**src/rtl/dix_pkg.sv**
```systemverilog
package dix_pkg;

  typedef enum logic [1:0] {
    AM_HOLD = 2'd0,
    AM_STEP = 2'd1,
    AM_ELEM = 2'd2,
    AM_DUAL = 2'd3
  } amode_e;

  // width code -> bytes per element; spare code 3 maps to 4 bytes
  function automatic logic [2:0] unit_bytes(input logic [1:0] code);
    case (code)
      2'd0:    unit_bytes = 3'd1;
      2'd1:    unit_bytes = 3'd2;
      default: unit_bytes = 3'd4;
    endcase
  endfunction

endpackage

```
**src/rtl/dix_span_ctr.sv**
```systemverilog
// Position counter for one dimension of the walk, with a registered
// last-position flag so the flag costs no compare in the output path.
module dix_span_ctr #(
  parameter int W = 16
) (
  input  logic         clk,
  input  logic         rst,
  input  logic         load,
  input  logic [W-1:0] count,
  input  logic         adv,
  output logic         last
);
  logic [W-1:0] pos_q;
  logic [W-1:0] lim_q;
  logic         last_q;
  logic [W-1:0] pos_nx;
  logic [W-1:0] lim_in;

  // zero count behaves as a single position
  assign lim_in = (count == '0) ? '0 : count - W'(1);
  assign pos_nx = pos_q + W'(1);

  always_ff @(posedge clk) begin
    if (rst) begin
      pos_q  <= '0;
      lim_q  <= '0;
      last_q <= 1'b0;
    end else if (load) begin
      pos_q  <= '0;
      lim_q  <= lim_in;
      last_q <= (lim_in == '0);
    end else if (adv) begin
      if (last_q) begin
        pos_q  <= '0;
        last_q <= (lim_q == '0);
      end else begin
        pos_q  <= pos_nx;
        last_q <= (pos_nx == lim_q);
      end
    end
  end

  assign last = last_q;
endmodule

```
**src/rtl/dix_step_sel.sv**
```systemverilog
// Picks the address increment for the next element from the latched
// walk configuration.
module dix_step_sel
  import dix_pkg::*;
#(
  parameter int AW = 32,
  parameter int IW = 16
) (
  input  amode_e        mode,
  input  logic [1:0]    size_code,
  input  logic [IW-1:0] elem_idx,
  input  logic [AW-1:0] frame_idx,
  input  logic          at_frame_end,
  output logic [AW-1:0] step
);
  logic [AW-1:0] es_x;
  logic [AW-1:0] ei_x;
  logic [AW-1:0] adj;

  assign es_x = AW'(unit_bytes(size_code));
  assign ei_x = {{(AW-IW){elem_idx[IW-1]}}, elem_idx};
  assign adj  = at_frame_end ? frame_idx : ei_x;

  always_comb begin
    case (mode)
      AM_HOLD: step = '0;
      AM_STEP: step = es_x;
      AM_ELEM: step = ei_x;
      default: step = es_x + adj - AW'(1);
    endcase
  end
endmodule

```
**src/rtl/dix_addr_gen.sv**
```systemverilog
module dix_addr_gen
  import dix_pkg::*;
#(
  parameter int AW = 32,
  parameter int CW = 16,
  parameter int IW = 16
) (
  input  logic            clk,
  input  logic            rst,
  input  logic            start,
  input  logic [AW/2-1:0] base_hi,
  input  logic [AW/2-1:0] base_lo,
  input  logic [1:0]      size_code,
  input  logic [CW-1:0]   elem_cnt,
  input  logic [CW-1:0]   frame_cnt,
  input  logic [IW-1:0]   elem_idx,
  input  logic [AW/2-1:0] fidx_hi,
  input  logic [AW/2-1:0] fidx_lo,
  input  logic [1:0]      addr_mode,
  input  logic            addr_ready,
  output logic            addr_valid,
  output logic [AW-1:0]   addr_out,
  output logic            end_of_frame,
  output logic            end_of_block
);
  logic          busy_q;
  logic [AW-1:0] addr_q;
  amode_e        mode_q;
  logic [1:0]    code_q;
  logic [IW-1:0] eidx_q;
  logic [AW-1:0] fidx_q;
  logic          launch;
  logic          fire;
  logic          e_last;
  logic          f_last;
  logic [AW-1:0] step;

  assign launch = start & ~busy_q;
  assign fire   = busy_q & addr_ready;

  dix_span_ctr #(.W(CW)) u_elem (
    .clk   (clk),
    .rst   (rst),
    .load  (launch),
    .count (elem_cnt),
    .adv   (fire),
    .last  (e_last)
  );

  dix_span_ctr #(.W(CW)) u_frame (
    .clk   (clk),
    .rst   (rst),
    .load  (launch),
    .count (frame_cnt),
    .adv   (fire & e_last),
    .last  (f_last)
  );

  dix_step_sel #(.AW(AW), .IW(IW)) u_step (
    .mode         (mode_q),
    .size_code    (code_q),
    .elem_idx     (eidx_q),
    .frame_idx    (fidx_q),
    .at_frame_end (e_last),
    .step         (step)
  );

  always_ff @(posedge clk) begin
    if (rst) begin
      busy_q <= 1'b0;
      addr_q <= '0;
      mode_q <= AM_HOLD;
      code_q <= '0;
      eidx_q <= '0;
      fidx_q <= '0;
    end else if (launch) begin
      busy_q <= 1'b1;
      addr_q <= {base_hi, base_lo};
      mode_q <= amode_e'(addr_mode);
      code_q <= size_code;
      eidx_q <= elem_idx;
      fidx_q <= {fidx_hi, fidx_lo};
    end else if (fire) begin
      addr_q <= addr_q + step;
      if (e_last && f_last) busy_q <= 1'b0;
    end
  end

  assign addr_valid   = busy_q;
  assign addr_out     = addr_q;
  assign end_of_frame = busy_q & e_last;
  assign end_of_block = busy_q & e_last & f_last;
endmodule

```
**config.mk**
```make
export PLATFORM = sky130hd
export DESIGN_NAME = dix_addr_gen
export DESIGN_NICKNAME = d
export VERILOG_FILES = /design/src/rtl/dix_pkg.sv /design/src/rtl/dix_span_ctr.sv /design/src/rtl/dix_step_sel.sv /design/src/rtl/dix_addr_gen.sv
export SDC_FILE = /design/constraint.sdc
export NUM_CORES = 1
export LEC_CHECK = 0
export ABC_AREA = 1
export BUFFER_PORTS_ARGS = -buffer_cell sky130_fd_sc_hd__buf_2
export CORE_ASPECT_RATIO = 1.1
export CORE_UTILIZATION = 30
export DETAILED_ROUTE_END_ITERATION = 10
export GPL_TIMING_DRIVEN = 0
export PLACE_DENSITY = 0.5
export SYNTH_ARGS = -nofsm -noshare
export SYNTH_HDL_FRONTEND = slang
export SYNTH_SLANG_ARGS = --single-unit
```
**constraint.sdc**
```tcl
create_clock -name clk -period 7.1 [get_ports clk]
set_input_delay 1.42 -clock clk [delete_from_list [all_inputs] [get_ports clk]]
set_output_delay 1.42 -clock clk [all_outputs]
set_load 0.005 [all_outputs]
```
==> results.sh <==
export IMPL_status="finished, final reports clean"
export IMPL_worstHoldPathCells=2
export IMPL_hold_viol=0
export IMPL_swShare_pct=35.62
export IMPL_syn_area_um2=11660
export IMPL_h_tree_depth=4
export IMPL_cts_buffer_depth=2
export IMPL_cts_sinks=151
export IMPL_nFillCells=4262
export IMPL_syn_inst=1856
export IMPL_drv_slew=0
export IMPL_port_buffers=153
export IMPL_synthFlopType="dfxtp_1"
export IMPL_drv_cap=0
export IMPL_drt_pass1_iterations=5
export IMPL_min_period_ns=5.892
export IMPL_worstPathRequired_ns=7.41
export IMPL_crit_path_top_delay_cell="clkbuf_1"
export IMPL_die_area_um2=39680
export IMPL_pin_count=155
export IMPL_period_share_pct=82.98
export IMPL_seqCellArea_um2=3023
export IMPL_placed_area_um2=13060
export IMPL_final_nets=2218
export IMPL_grt_max_degree=17
export IMPL_fin_hold_ws_ns=0.4493
export IMPL_ys_async_sr_fraction_pct=0
export IMPL_power_share_clock_pct=36.6
export IMPL_post_cts_buffers=0
export IMPL_finClkSkew_ns=0.01235
export IMPL_coreArea_um2=38190
export IMPL_tns_ns=0
export IMPL_p_int_uw=1577
export IMPL_fin_area_um2=13610
export IMPL_wl_um=40000
export IMPL_yosysSeqAreaShare_pct=25.91
export IMPL_crit_type="reg -> reg"
export IMPL_area_delta_synth_final_pct=16.71
export IMPL_worstHoldStart="fidx_q[17]$_SDFFE_PP0P_"
export IMPL_post_cts_resized=0
export IMPL_vdd_drop_max_mv=0.1571
export IMPL_worstSkewPairLatency_ns=0.45
export IMPL_ys_types=51
export IMPL_r2r_start="u_elem.last$_SDFFE_PP0P_"
export IMPL_powerDensity_nw_per_um2=179.9
export IMPL_grt_pass1_wl_um=63220
export IMPL_dieHeight_um=208.8
export IMPL_grt_overflow=0
export IMPL_r2r_cells=34
export IMPL_synth_most_common_cell="nand2_1"
export IMPL_cpMostUsedCell="nand2_1"
export IMPL_yosys_area_top_type="dfxtp_1"
export IMPL_yosys_warnings=0
export IMPL_worstMarginPinSlew_ns=0.9549
export IMPL_cp_max_fo=10
export IMPL_syn_avg_cell_area_um2=6.285
export IMPL_p_sw_uw=872.4
export IMPL_hold_class="reg -> reg"
export IMPL_fmax_mhz=169.7
export IMPL_setup_worst_path_start="u_elem.last$_SDFFE_PP0P_"
export IMPL_wl_per_cell_um=15.74
export IMPL_cts_tree="built"
export IMPL_p_leak_uw=0.006431
export IMPL_hpwl_um=33280
export IMPL_rows=75
export IMPL_grt_usage_pct=20.53
export IMPL_num_antenna_cells=0
export IMPL_synth_area_top_cells="dfxtp_1 26%, nand2_1 13%, inv_1 7.9%"
export IMPL_multi_input_area_um2=7381
export IMPL_cts_buffers=17
export IMPL_ys_seq_elements=151
export IMPL_p_comb_share_pct=25.5
export IMPL_drive_gt1_share_pct=11.76
export IMPL_gp_congestion=0.9433
export IMPL_drt_iter0_drc=669
export IMPL_fin_util_pct=35.65
export IMPL_synth_commonest_cells="416 x nand2_1, 245 x inv_1, 166 x a21oi_1, 152 x nand3_1, 151 x dfxtp_1"
export IMPL_vias=12480
export IMPL_start_util_pct=30.54
export IMPL_setup_viol=0
export IMPL_setup_ws_ns=1.208
export IMPL_syn_nets=2046
export IMPL_seqPwrFrac_pct=37.9
export IMPL_die_x_um=190.0
export IMPL_place_ws_ns=1.261
export IMPL_worstPathArrival_ns=6.20
export IMPL_cts_hold_buf=0
export IMPL_antenna_found_initial=0
export IMPL_ctsRootBufferMaster="clkbuf_16"
export IMPL_rsz0062_at_grt="false"
export IMPL_critPathLaunchType="flop"
export IMPL_first_global_vias=12318
export IMPL_synth_edf_count=0
export IMPL_drc=0
export IMPL_slew_limit_headroom_pct=36.34
export IMPL_viasPerCell=4.911
export IMPL_crit_path_end_kind="flop"
export IMPL_worst_path_largest_cell_delay_ns=0.52
export IMPL_synth_top_cell_area_share_pct=25.91
export IMPL_clk_pin_slew_worst_paths_ns=0.07
export IMPL_ant_nets=0
-- critical path, delay by kind of cell (launching register included) --
family	cells	cell delay (ns)
AOI/OAI and AO/OA	11	1.58
and+or+nand+nor	13	1.23
DFF	1	0.30
buffers and inverters	6	1.26
adders and majority gates	4	1.33
-- power by group through the flow --
stage | clock, µW | combinational (µW) | sequential, µW
after floorplan | 0 | 426 | 935
after detailed placement | 0 | 626 | 947
after global routing | 950 | 710 | 932
after global placement | 0 | 622 | 946
after CTS | 918 | 630 | 928
final | 897 | 625 | 928
-- per-stage QoR --
stage / cells / power, µW
2_1_floorplan: 1856 / 1361
3_3_place_gp: 2509 / 1568
3_5_place_dp: 2509 / 1573
4_1_cts: 2541 / 2475
5_1_grt: 2541 / 2592
6_report: 2541 / 2449
-- worst paths after layout --
check | endpoint | slack, ns
setup / recovery | addr_out[31]$_SDFFE_PP0P_ | 1.21
hold / removal | fidx_q[17]$_SDFFE_PP0P_ | 0.45
setup reg to reg | addr_out[31]$_SDFFE_PP0P_ | 1.21
hold reg to reg | fidx_q[17]$_SDFFE_PP0P_ | 0.45
-- cell usage in the layout, fill, tap and decap left out, types with 8 or more instances in the layout --
master | netlist | routed
nand2_1 | 416 | 416
inv_1 | 245 | 245
a21oi_1 | 166 | 166
buf_2 | 3 | 156
nand3_1 | 152 | 152
dfxtp_1 | 151 | 151
nor2_1 | 146 | 146
o21ai_0 | 117 | 117
ha_1 | 68 | 68
xor2_1 | 52 | 52
clkbuf_1 | 50 | 50
o22ai_1 | 45 | 45
nor3_1 | 28 | 28
nand4_1 | 27 | 27
o21ai_1 | 21 | 21
inv_2 | 20 | 20
clkbuf_16 | 0 | 17
xnor2_1 | 16 | 16
o21bai_1 | 13 | 13
or2_1 | 12 | 12
o211ai_1 | 8 | 8
o32ai_1 | 8 | 8
-- sequential cells by signal, summed over array words and instances, names as in the netlist --
register	cells
u_elem.lim_q	16
addr_valid	1
u_frame.pos_q	16
addr_out	32
code_q	2
fidx_q	32
u_elem.pos_q	16
u_frame.last	1
mode_q	2
u_frame.lim_q	16
eidx_q	16
u_elem.last	1
-- cells by family after synthesis --
kind of cell / Yosys count / share of synthesized area [%]
and+or+nand+nor: 817 / 30.36
adders and majority gates: 70 / 7.637
buffers and inverters: 332 / 10.81
xor gates and xnor gates: 69 / 5.299
DFF: 151 / 25.91
AOI/OAI and AO/OA: 417 / 19.98
-- per-layer routing --
layer  GRT usage, %  up-vias  routed length (µm)
li1               -     6486                   -
met1          23.61     5673               16830
met2          37.83      265               20450
met3          2.838       56                1452
met4          7.898        0                1264
met5              0        -                   0
-- final cells by class --
cell class	instances	area share [%]
clock inverter	15	0.9742
tap	500	4.595
clock buffer	17	3.125
buffer	60	1.765
multi-input combinational	1373	54.21
inverter	272	7.499
sequential	151	22.20
timing repair buffer	153	5.624
Power figures use the tool's default switching activity.
